===== config.mk =====
export PLATFORM = sky130hd
export DESIGN_NAME = bus_strobe_gen
export DESIGN_NICKNAME = d
export VERILOG_FILES = /design/src/rtl/bstrb_pkg.sv /design/src/rtl/bstrb_phase_ctr.sv /design/src/rtl/bstrb_ctx_reg.sv /design/src/rtl/bstrb_shaper.sv /design/src/rtl/bus_strobe_gen.sv
export SDC_FILE = /design/constraint.sdc
export NUM_CORES = 1
export LEC_CHECK = 0
export BUFFER_PORTS_ARGS = -buffer_cell sky130_fd_sc_hd__buf_2
export CAP_MARGIN = 40
export CORE_AREA = 2 2 39 41
export DETAILED_ROUTE_END_ITERATION = 10
export DIE_AREA = 0 0 41 43
export PLACE_DENSITY = 0.67
export SLEW_MARGIN = 20
export SYNTH_ARGS = -nofsm -noshare
export SYNTH_HDL_FRONTEND = slang
export SYNTH_SLANG_ARGS = --single-unit

===== constraint.sdc =====
create_clock -name clk -period 1.95 [get_ports clk]
set_clock_uncertainty 0.15 [all_clocks]
set_input_delay 0.2925 -clock clk [delete_from_list [all_inputs] [get_ports clk]]
set_output_delay 0.2925 -clock clk [all_outputs]
set_load 0.02 [all_outputs]

===== src/rtl/bstrb_pkg.sv =====
package bstrb_pkg;

    parameter int STATE_CLKS     = 2;
    parameter int STATES_PER_CYC = 6;
    localparam int CYC_CLKS      = STATE_CLKS * STATES_PER_CYC;
    localparam int TICK_W        = $clog2(CYC_CLKS);

    // two strobe slots per machine cycle, spaced half a cycle apart
    localparam int SLOTS      = 2;
    localparam int SLOT_SPAN  = CYC_CLKS / SLOTS;
    localparam int ALE_OFS    = 1;
    localparam int ALE_W      = STATE_CLKS;
    localparam int PSEN_OFS   = 3;
    localparam int PSEN_W     = STATE_CLKS + 1;
    // ALE slot dropped during an external data transfer cycle
    localparam int XDATA_ALE_SKIP = 0;

    typedef logic [TICK_W-1:0] tick_t;

    typedef struct packed {
        logic ext_exec;
        logic xdata;
        logic tblrd;
        logic ale_off;
    } cyc_ctx_t;

    localparam cyc_ctx_t CTX_RESET = '{ext_exec: 1'b0, xdata: 1'b0, tblrd: 1'b0, ale_off: 1'b0};

    function automatic int ale_start(input int slot);
        return ALE_OFS + slot * SLOT_SPAN;
    endfunction

    function automatic int psen_start(input int slot);
        return PSEN_OFS + slot * SLOT_SPAN;
    endfunction

    function automatic logic in_window(input tick_t t, input int start, input int width);
        return (int'(t) >= start) && (int'(t) < start + width);
    endfunction

    // ALE may pulse in this cycle (otherwise the pin is released)
    function automatic logic ale_allowed(input cyc_ctx_t c);
        return c.ext_exec | ~c.ale_off | c.xdata | c.tblrd;
    endfunction

endpackage


===== src/rtl/bstrb_phase_ctr.sv =====
module bstrb_phase_ctr
    import bstrb_pkg::*;
(
    input  logic  clk,
    input  logic  rst,
    output tick_t tick_q,
    output tick_t tick_nx,
    output logic  wrap_nx
);

    always_comb begin
        wrap_nx = (tick_q == tick_t'(CYC_CLKS - 1));
        tick_nx = wrap_nx ? '0 : tick_t'(tick_q + 1'b1);
    end

    always_ff @(posedge clk) begin
        if (rst) tick_q <= '0;
        else     tick_q <= tick_nx;
    end

endmodule


===== src/rtl/bstrb_ctx_reg.sv =====
module bstrb_ctx_reg
    import bstrb_pkg::*;
(
    input  logic     clk,
    input  logic     rst,
    input  logic     wrap_nx,
    input  cyc_ctx_t ctx_in,
    output cyc_ctx_t ctx_q,
    output cyc_ctx_t ctx_nx
);

    // qualifiers enter only at the machine-cycle boundary
    always_comb ctx_nx = wrap_nx ? ctx_in : ctx_q;

    always_ff @(posedge clk) begin
        if (rst) ctx_q <= CTX_RESET;
        else     ctx_q <= ctx_nx;
    end

endmodule


===== src/rtl/bstrb_shaper.sv =====
module bstrb_shaper
    import bstrb_pkg::*;
(
    input  logic     clk,
    input  logic     rst,
    input  tick_t    tick_nx,
    input  cyc_ctx_t ctx_nx,
    output logic     ale_q,
    output logic     psen_n_q,
    output logic     rel_q
);

    logic [SLOTS-1:0] ale_keep;
    logic [SLOTS-1:0] psen_hit;
    logic             allow;
    logic             ale_d;
    logic             psen_act;

    for (genvar s = 0; s < SLOTS; s++) begin : g_slot
        logic ale_hit;
        logic drop;
        assign ale_hit     = in_window(tick_nx, ale_start(s), ALE_W);
        assign drop        = ctx_nx.xdata && (s == XDATA_ALE_SKIP);
        assign ale_keep[s] = ale_hit & ~drop;
        assign psen_hit[s] = in_window(tick_nx, psen_start(s), PSEN_W);
    end

    always_comb begin
        allow    = ale_allowed(ctx_nx);
        ale_d    = allow & (|ale_keep);
        psen_act = ctx_nx.ext_exec & ~ctx_nx.xdata & (|psen_hit);
    end

    // strobes come straight from flops, aligned with the registered tick
    always_ff @(posedge clk) begin
        if (rst) begin
            ale_q    <= 1'b0;
            psen_n_q <= 1'b1;
            rel_q    <= 1'b0;
        end else begin
            ale_q    <= ale_d;
            psen_n_q <= ~psen_act;
            rel_q    <= ~allow;
        end
    end

endmodule


===== src/rtl/bus_strobe_gen.sv =====
module bus_strobe_gen
    import bstrb_pkg::*;
(
    input  logic              clk,
    input  logic              rst,
    input  logic              ext_exec,
    input  logic              xdata_cyc,
    input  logic              tblrd_cyc,
    input  logic              ale_off,
    output logic              ale,
    output logic              ale_release,
    output logic              psen_n,
    output logic [TICK_W-1:0] mc_tick
);

    tick_t    tick_q;
    tick_t    tick_nx;
    logic     wrap_nx;
    cyc_ctx_t ctx_in;
    cyc_ctx_t ctx_q;
    cyc_ctx_t ctx_nx;

    assign ctx_in = '{ext_exec: ext_exec, xdata: xdata_cyc, tblrd: tblrd_cyc, ale_off: ale_off};

    bstrb_phase_ctr u_phase (
        .clk     (clk),
        .rst     (rst),
        .tick_q  (tick_q),
        .tick_nx (tick_nx),
        .wrap_nx (wrap_nx)
    );

    bstrb_ctx_reg u_ctx (
        .clk     (clk),
        .rst     (rst),
        .wrap_nx (wrap_nx),
        .ctx_in  (ctx_in),
        .ctx_q   (ctx_q),
        .ctx_nx  (ctx_nx)
    );

    bstrb_shaper u_shape (
        .clk      (clk),
        .rst      (rst),
        .tick_nx  (tick_nx),
        .ctx_nx   (ctx_nx),
        .ale_q    (ale),
        .psen_n_q (psen_n),
        .rel_q    (ale_release)
    );

    assign mc_tick = tick_q;

endmodule


==> summary.md, run 1 <==
| Metric | Value |
|---|---|
| Worst R2R End | u_shape.ale_q |
| Gpl congestion | 0.781 |
| Critical Path RT | around 2.0 ns |
| Worst path bufs/invs | 0 |
| FF-to-FF setup slack | 0.14 ns |
| Crit Path Category | reg2reg |
| Leakage power | 0.325 nW |
| Peak supply drop | around 0.00042 V |
| Crit end category | flip-flop |
| Final hold violation count | 0 |
| FF-to-FF path depth | 5 |
| Port Buffers | 12 |
| Vias in the first global route | 434 |
| DPL Wire Length | 814 µm |
| Sequential area share after synthesis | between 30 and 40% |
| Min Hold Slack | 0.135 ns |
| Top cells by area, synth | dfxtp_1 39%, ha_1 8.9%, mux2i_1 5.3% |
| Tot Pwr | 469 µW |
| Yosys cell types | 29 |
| Initial antenna violation count | 0 |
| Startpoint types | flip-flop |
| Io pins | 13 |
| Period utilization | 92.7% |
| Hold depth | 3 |
| FP Rows | 14 |
| Period minus WS final | 1.81 ns |
| TNS Setup | 0 ns |
| Core box area | 1380 µm² |
| Area growth from synthesis to layout | 22.3% |
| Final worst-path setup slack | 0.143 ns |
| CTS H-Tree Depth | 1 |
| CTS tree | built |
| Pins Over Slew Limit | 0 |
| Max clock buf depth | 2 |
| DR WL/cell | 11.7 µm |
| Cell family with most CP delay | simple AND/OR/NAND/NOR gates |
| Max-slew headroom | between 70 and 80% |
| Mean post-synth cell area | slightly above 10 µm² |
| Finished Layout Cells | about 90 |
| Hold_buf cts | 0 |
| Vias post-DR | 457 |
| Synth top area share | 39.2% |
| Cell count after synthesis | 55 |
| Cell area power density | 683 nW/µm² |
| DRT Pass-1 Iters | 4 |
| Number of synthesized register bits | 11 |
| Synth Cell Area | 562 µm² |
| Placed cells | 85 |
| Fin area | roughly 700 µm² |
| Commonest cells post-synth | 11 x dfxtp_1, 6 x nor2_1, 4 x ha_1, 4 x nor2b_1, 3 x mux2i_1 |
| Count leader, synth | dfxtp_1 |
| Synth Flop Type | dfxtp_1 |
| Slowest cell on the critical path | or3b_1 |
| Worst-skew pair later-pin latency | 0.26 ns |
| Max-Cap Viols | 0 |
| Num CTS Buffers | 3 |
| FMAX | 553 MHz |
| Die Y | 43 µm |
| # clock sinks | 11 |
| Post-Syn Nets | 65 |
| Syn. warnings | 0 |
| RSZ-0062 raised after global routing | false |
| Layout cells sized above 1 | ~33% |
| Arrival time at the worst endpoint | 1.84 ns |
| Worst Path Max Fanout | 5 |
| Worst min path class | in2reg |
| Status | finished clean |
| Max incr delay on CP | 0.37 ns |
| Drt via density | 5.13 |
| GRT Residual Overflow | 0 |
| Drt initial violations | 6 |
| Routed Antenna Nets | 0 |
| EDFF count, synth | 0 |
| Final Setup Violations | 0 |
| Worst path cell trace | ha_1 -> nor3b_2 -> or3b_1 -> mux2_4 -> a311oi_2 |
| FF-to-FF Start | u_phase.tick_q[0] |
| Dpl ws | 0.146 ns |
| First-pass GRT wire length | 1800 µm |
| Hold Path End | u_ctx.ctx_q[0] |
| N_diodes | 0 |
| Post-Place Cell Area | 661 µm² |
| Post-CTS setup buffer count | 0 |
| Remaining design rule violation count | 0 |
| Reg clk slew, reported paths | 0.07 ns |
| Final net count | between 80 and 90 |
| Starting Density | 40.6% |
| Hold Startpoint | ale_off |
| Largest net degree at the start of global routing | 11 |
| Yosys top cell by area | dfxtp_1 |
| All-Layer GR Usage | 15.2% |
| Final wirelength | approximately 1000 µm |
| Die ar. | between 1500 and 2000 µm² |
| Worst Tran Pin Value | 0.329 ns |
| Async S/R FF share, synth | 0% |
| Chip width | 41 µm |
| Post-cts repair resize count | 0 |
| Post-layout util | 49.6% |
| Clk root buf | clkbuf_4 |
==> cell type report <==
| type | count | area [µm²] |
|---|---|---|
| repair buffers | 15 | 82.6 |
| clock buffers | 4 | 26.3 |
| flip-flops and latches | 11 | 220 |
| multi-input cells | 41 | 330 |
| well taps | 16 | 20.0 |
| inverters | 2 | 7.51 |
| fillers | 136 | 697 |
==> kinds of logic (layout without fill, tap and decap cells) <==
| kind of cell | Yosys count | count (layout) | synth area share (%) |
|---|---|---|---|
| multiplexers | 4 | 4 | 8.02 |
| adder cells (fa/ha/maj) | 4 | 4 | 8.91 |
| buffers and inverters | 3 | 21 | 2.00 |
| AND/OR/NAND/NOR | 26 | 26 | 31.0 |
| AO/OA/AOI/OAI | 7 | 7 | 10.9 |
| flip-flops | 11 | 11 | 39.2 |
==> placed cells by master (no fill, tap or decap), types with 2 or more instances in the layout <==
cell,n
inv_1,2
nor3_1,2
nor2b_1,4
mux2i_1,3
buf_4,3
ha_1,4
nor2_1,6
clkbuf_4,3
buf_2,12
nand2b_1,2
dfxtp_1,11
==> layer usage <==
layer,GRT usage (%),share of wire (%),wire length (µm),vias to the layer above
met1,18.6,45,473,211
met4,6.00,0.48,5,0
met5,0,0,0,-
li1,-,-,-,234
met3,4.71,5.2,54,2
met2,23.8,49,511,10
==> state kept, by name, indices dropped and copies added, names as in the netlist <==
| register | flops |
|---|---|
| u_phase.tick_q | 4 |
| u_shape.ale_q | 1 |
| u_shape.psen_n_q | 1 |
| u_ctx.ctx_q | 4 |
| u_shape.rel_q | 1 |
==> how the worst max path moves through the flow <==
| stage | endpoint | slack, ns | from | cells after the start |
|---|---|---|---|---|
| global placement | u_shape.ale_q | 0.18 | u_phase.tick_q[0] | 5 |
| detailed placement | u_shape.ale_q | 0.15 | u_phase.tick_q[0] | 5 |
| global route | u_shape.ale_q | 0.03 | u_phase.tick_q[0] | 5 |
| finish | u_shape.ale_q | 0.14 | u_phase.tick_q[0] | 5 |
| floorplan | u_shape.ale_q | 0.05 | u_phase.tick_q[0] | 5 |
| CTS | u_shape.ale_q | 0.14 | u_phase.tick_q[0] | 5 |
==> report_power, final <==
group / internal (mW) / switching [mW]
clock: 0.0789 / 0.0720
sequential: 0.233 / 0.00509
combinational: 0.0363 / 0.0442
==> worst register-to-register path: stages (launching register included) <==
cell and delay [ns]:
dfxtp_1 0.32, ha_1 0.25, nor3b_2 0.20, or3b_1 0.37, mux2_4 0.26, a311oi_2 0.18
No activity file was read; power rests on OpenSTA's default activity.
==> inputs of run 2 (changes only) <==
--- a/config.mk
+++ b/config.mk
@@ -10,7 +10,7 @@
 export CORE_AREA = 2 2 39 41
 export DETAILED_ROUTE_END_ITERATION = 10
 export DIE_AREA = 0 0 41 43
-export PLACE_DENSITY = 0.67
+export PLACE_DENSITY = 0.69
 export SLEW_MARGIN = 20
 export SYNTH_ARGS = -nofsm -noshare
 export SYNTH_HDL_FRONTEND = slang
==> constraint.sdc (replaced) <==
create_clock -name clk -period 1.6 [get_ports clk]
set_clock_uncertainty 0.15 [all_clocks]
set_input_delay 0.24 -clock clk [delete_from_list [all_inputs] [get_ports clk]]
set_output_delay 0.24 -clock clk [all_outputs]
set_load 0.02 [all_outputs]
==> run 2 against run 1 <==
Compared with the run above:
- the flow now finishes with violations (negative setup slack)
- combinational power rose by 58%
- largest cell class unchanged
- fmax rose by 5.2%
- sequential power up 24%
- via count up 13%
- non-clock buffer count up 13
==> summary.md, run 2 (synthesized netlist as in run 1, its figures left out) <==
| Metric | Value |
|---|---|
| Status | finished with violations |
| Failing checks | negative setup slack |
| Drt initial violations | 6 |
| Max-Cap Viols | 0 |
| Leakage power | 0.388 nW |
| Startpoint types | flip-flop |
| FP Rows | 14 |
| Io pins | 13 |
| FF-to-FF setup slack | -0.12 ns |
| Most common cell after layout, fill and taps aside | buf_4 |
| Die Y | 43 µm |
| Port Buffers | 12 |
| Clk root buf | clkbuf_4 |
| Critical Path RT | about 1.6 ns |
| Clock power frac | 31.3% |
| Worst-skew pair later-pin latency | 0.27 ns |
| Top sig layer | met4 |
| Largest net degree at the start of global routing | 11 |
| Worst path cell trace | ha_4 -> nand3b_2 -> mux2i_2 -> and4b_1 -> a311oi_2 |
| Final hold violation count | 0 |
| Crit end category | flip-flop |
| Routed Antenna Nets | 0 |
| M1 WL | 556 µm |
| Max clock buf depth | 2 |
| Met2 routed WL | 649 µm |
| Max incr delay on CP | between 0.3 and 0.4 ns |
| Critical Path End | u_shape.ale_q |
| Core box area | 1380 µm² |
| Gpl congestion | roughly 0.76 |
| Hold_buf cts | 0 |
| RSZ-0062 raised after global routing | true |
| GRT Residual Overflow | 0 |
| Pins Over Slew Limit | 0 |
| Biggest regs | u_ctx.ctx_q (4), u_phase.tick_q (4) |
| Worst Path Max Fanout | 6 |
| Metal3 WL | 38 µm |
| Chip width | 41 µm |
| Tot Pwr | 615 µW |
| Peak supply drop | just under 0.0005 V |
| DPL Wire Length | 899 µm |
| Initial antenna violation count | 0 |
| Layout cells sized above 1 | 57.0% |
| Remaining design rule violation count | 0 |
| Switching power of the nets | ~170 µW |
| Area growth from synthesis to layout | 49.4% |
| Cell area power density | 732 nW/µm² |
| CTS H-Tree Depth | 1 |
| Worst R2R End | u_shape.ale_q |
| DRT Pass-1 Iters | 3 |
| Drt via density | 5.08 |
| Commonest cells after routing, fill and taps aside | 16 x buf_4, 12 x buf_2, 7 x dfxtp_1, 5 x nor2_1, 4 x nor2b_1 |
| Arrival time at the worst endpoint | 1.76 ns |
| Worst Tran Pin Value | 0.314 ns |
| Reg clk slew, reported paths | 0.07 ns |
| Starting Density | 40.6% |
| Placed cells | 95 |
| Num CTS Buffers | 3 |
| Worst min path class | in2reg |
| First-pass GRT wire length | 2130 µm |
| Crit Path Category | reg2reg |
| Final wirelength | 1280 µm |
| Final Setup Violations | 3 |
| CTS tree | built |
| N_diodes | 0 |
| Slowest cell on the critical path | dfxtp_4 |
| FMAX | slightly below 600 MHz |
| FF-to-FF Start | u_phase.tick_q[0] |
| Sequential share of power | 48.1% |
| Setup crit start | u_phase.tick_q[0] |
| # clock sinks | 11 |
| Hold depth | 3 |
| FF-to-FF path depth | 5 |
| Die ar. | 1760 µm² |
| Max-slew headroom | between 70% and 80% |
| Final worst-path setup slack | -0.117 ns |
| TNS Setup | -0.197 ns |
| Vias in the first global route | 502 |
| Final net count | between 90 and 100 |
| DR WL/cell | approximately 13 µm |
| Comb power frac | 20.6% |
| Finished Layout Cells | slightly above 100 |
| Switching share of power | 28.1% |
| Internal power | 442 µW |
| Period minus WS final | 1.72 ns |
| All-Layer GR Usage | 18.6% |
| Period utilization | 107% |
| Vias post-DR | between 500 and 600 |
-- run 2: repair_timing --
| action | 4_1_cts | 5_1_grt |
|---|---|---|
| setup buffers | 2 | 1 |
| resized for setup | 2 | 5 |
| cloned | 0 | 0 |
| setup endpoints to repair | 3 | 3 |
| pin swaps | 1 | 0 |
-- run 2: how the worst min path moves through the flow --
stage | start | to | slack (ns)
2_1_floorplan | ale_off | u_ctx.ctx_q[0] | 0.25
3_5_place_dp | u_ctx.ctx_q[1] | u_ctx.ctx_q[1] | 0.34
3_3_place_gp | u_ctx.ctx_q[1] | u_ctx.ctx_q[1] | 0.32
6_report | tblrd_cyc | u_ctx.ctx_q[1] | 0.07
5_1_grt | tblrd_cyc | u_ctx.ctx_q[1] | 0.09
4_1_cts | tblrd_cyc | u_ctx.ctx_q[1] | 0.07
-- run 2: stage by stage --
stage               instance area, µm²  worst slack, ns  hold WS, ns  utilization (%)
detailed placement                 763           -0.107        0.337             55.2
global placement                   763          -0.0684        0.321             55.2
global route                       840           -0.164       0.0923             60.7
floorplan                          589           -0.114        0.247                -
CTS                                816           -0.122       0.0673             59.0
finish                             840           -0.117       0.0670             60.7
-- run 2: power groups by stage --
stage / sequential (mW) / clock, mW / combinational, mW
finish: 0.295 / 0.193 / 0.127
global route: 0.297 / 0.214 / 0.138
CTS: 0.296 / 0.200 / 0.117
detailed placement: 0.303 / 0 / 0.109
global placement: 0.302 / 0 / 0.108
floorplan: 0.315 / 0 / 0.0508
-- run 2: cell type report --
cell class | instances | area, µm²
Clock buffer | 3 | 22.5
Fill cell | 122 | 544
Multi-Input combinational cell | 41 | 374
Timing Repair Buffer | 28 | 180
Sequential cell | 11 | 230
Inverter | 2 | 7.51
Tap cell | 16 | 20.0
Clock inverter | 1 | 5.00
-- run 2: worst max-delay path, delay by kind of cell, from the launching register on --
kind / cells / cell delay [ns]
adders and majority gates: 1 / 0.18
and+or+nand+nor: 2 / 0.45
DFF: 1 / 0.37
muxes: 1 / 0.27
AOI/OAI and AO/OA: 1 / 0.22
-- run 2: per-layer routing --
metal / track usage (%) / vias up
met5: 0 / -
met2: 27.2 / 9
met3: 5.24 / 7
met1: 22.7 / 234
met4: 12.0 / 0
li1: - / 268
==> inputs of run 3 (changes only) <==
--- a/config.mk
+++ b/config.mk
@@ -7,11 +7,12 @@
 export LEC_CHECK = 0
 export BUFFER_PORTS_ARGS = -buffer_cell sky130_fd_sc_hd__buf_2
 export CAP_MARGIN = 40
-export CORE_AREA = 2 2 39 41
+export CORE_AREA = 10 10 47 49
 export DETAILED_ROUTE_END_ITERATION = 10
-export DIE_AREA = 0 0 41 43
-export PLACE_DENSITY = 0.69
+export DIE_AREA = 0 0 57 59
+export PLACE_DENSITY = 0.62
 export SLEW_MARGIN = 20
 export SYNTH_ARGS = -nofsm -noshare
 export SYNTH_HDL_FRONTEND = slang
+export SYNTH_HIERARCHICAL = 1
 export SYNTH_SLANG_ARGS = --single-unit
==> run 3 against run 2 <==
Compared with the run above:
- the run still ends with negative setup slack left
- synthesized cell count shrank 16%
- highest routed layer unchanged
- area after synthesis shrank 16%
- cell count shrank 9.8%
==> summary.md, run 3 <==
| Metric | Value |
|---|---|
| GRT Residual Overflow | 0 |
| Remaining design rule violation count | 0 |
| Routed Antenna Nets | 0 |
| Port Buffers | 12 |
| Biggest regs | u_ctx/ctx_q (4), u_phase/tick_q (4) |
| Most common cell after layout, fill and taps aside | buf_4 |
| Failing checks | negative setup slack |
| Area growth from synthesis to layout | 61.5% |
| FMAX | 520 MHz |
| Hold_buf cts | 0 |
| Max incr delay on CP | 0.42 ns |
| Worst path cell trace | ha_4 -> and3b_2 -> mux2_4 -> or4_4 -> a311oi_2 |
| Clk root buf | clkbuf_4 |
| Starting Density | 33.8% |
| Drt via density | about 5 |
| Die ar. | around 3400 µm² |
| TNS Setup | -1.23 ns |
| Die Y | 59 µm |
| Arrival time at the worst endpoint | 1.96 ns |
| Crit end category | flip-flop |
| Worst Path Max Fanout | 6 |
| Io pins | 13 |
| Synth Cell Area | 474 µm² |
| Worst min path class | in2reg |
| Final hold violation count | 0 |
| Layout cells sized above 1 | 60.5% |
| Largest net degree at the start of global routing | 12 |
| Cell count after synthesis | 46 |
| Max-slew headroom | between 80% and 90% |
| Vias post-DR | roughly 460 |
| First-pass GRT wire length | between 2000 and 2500 µm |
| CTS H-Tree Depth | 1 |
| Slowest cell on the critical path | or4_4 |
| Status | finished with violations |
| Synth Flop Type | dfxtp_1 |
| Worst Tran Pin Value | around 0.23 ns |
| N_diodes | 0 |
| Max clock buf depth | 2 |
| Final wirelength | about 1200 µm |
| # clock sinks | 11 |
| Finished Layout Cells | 92 |
| Reg clk slew, reported paths | 0.07 ns |
| Worst path bufs/invs | 0 |
| Chip width | 57 µm |
| Final Setup Violations | 7 |
| Fin area | roughly 770 µm² |
| Period minus WS final | 1.92 ns |
| Drt initial violations | 9 |
| Number of synthesized register bits | 11 |
| Commonest cells after routing, fill and taps aside | 13 x buf_4, 12 x buf_2, 8 x dfxtp_1, 7 x nor2b_1 |
| Max-Cap Viols | 0 |
| Startpoint types | flip-flop |
| Final net count | 84 |
| Post-Place Cell Area | 668 µm² |
| Tot Pwr | approximately 600 µW |
| Placed cells | 84 |
| Yosys cell types | 20 |
| Peak supply drop | between 0.0004 and 0.0005 V |
| Vias in the first global route | 468 |
| FP Rows | 14 |
| Commonest cells post-synth | 11 x dfxtp_1, 7 x nor2b_1, 5 x mux2_2 |
| Syn. warnings | 6 |
| DPL Wire Length | 896 µm |
| Post-Syn Nets | 53 |
| Yosys top cell by area | dfxtp_1 |
| Initial antenna violation count | 0 |
| Async S/R FF share, synth | 0% |
| Pins Over Slew Limit | 0 |
| Period utilization | 120% |
| DR WL/cell | 12.7 µm |
| Sequential area share after synthesis | about 46% |
| Num CTS Buffers | 3 |
| Worst-skew pair later-pin latency | 0.27 ns |
| EDFF count, synth | 0 |
| Mean post-synth cell area | 10.3 µm² |
| Cell area power density | 788 nW/µm² |
| CTS tree | built |
| Synth top area share | 46.4% |
| Critical Path RT | 1.64 ns |
| Count leader, synth | dfxtp_1 |
| RSZ-0062 raised after global routing | true |
| Crit Path Category | reg2reg |
| DRT Pass-1 Iters | 4 |
| Cell family with most CP delay | simple AND/OR/NAND/NOR gates |
| Gpl congestion | 0.709 |
| Final worst-path setup slack | -0.324 ns |
| All-Layer GR Usage | 7.55% |
| Min Hold Slack | 0.128 ns |
| Leakage power | 0.344 nW |
| Core box area | 1400 µm² |
| Top cells by area, synth | dfxtp_1 46%, mux2_2 12%, nor2b_1 9.2% |
==> run 3: where the power goes <==
part	leakage, nW	internal [mW]	switching [mW]
clock	0.0150	0.0966	0.0905
sequential	0.0911	0.285	0.00754
combinational	0.238	0.0647	0.0587
total	0.344	0.446	0.157
==> run 3: per-layer routing <==
metal / up-vias / wire [µm] / GRT usage (%)
met5: - / 0 / 0
li1: 231 / - / -
met3: 2 / 65 / 4.51
met2: 7 / 623 / 12.1
met1: 222 / 472 / 7.93
met4: 0 / 7 / 3.02
==> run 3: cell type report <==
class                   instances  area (µm²)
multi-input cells              35         322
flip-flops and latches         11         229
fillers                       128         636
repair buffers                 26         169
well taps                      16        20.0
clock buffers                   4        26.3
==> run 3: cell families after synthesis <==
group	count (synthesis)	synth area share [%]
AO/OA/AOI/OAI	5	6.33
XOR/XNOR	1	1.85
adder cells (fa/ha/maj)	1	2.64
flip-flops	11	46.4
multiplexers	5	11.9
AND/OR/NAND/NOR	23	30.9
==> run 3: path summary, 6_finish.rpt <==
kind                                        start           endpoint  slack, ns  cells after the start
worst max-delay path            u_phase/tick_q[1]      u_shape/ale_q      -0.32                      5
worst min-delay path                          rst  u_phase/tick_q[1]       0.13                      2
worst max register to register  u_phase/tick_q[1]      u_shape/ale_q      -0.32                      5
worst min register to register  u_phase/tick_q[0]  u_phase/tick_q[0]       0.44                      2
==> run 3: what timing repair did <==
item | CTS | global route
setup endpoints to repair | 6 | 7
pin swaps | 3 | 1
resized for setup | 2 | 6
buffers inserted | 3 | 1
==> run 3: through the flow <==
step,setup WS (ns),util [%]
CTS,-0.315,51.9
detailed placement,-0.318,47.7
global placement,-0.291,47.7
global route,-0.409,54.6
finish,-0.324,54.6
floorplan,-0.329,-
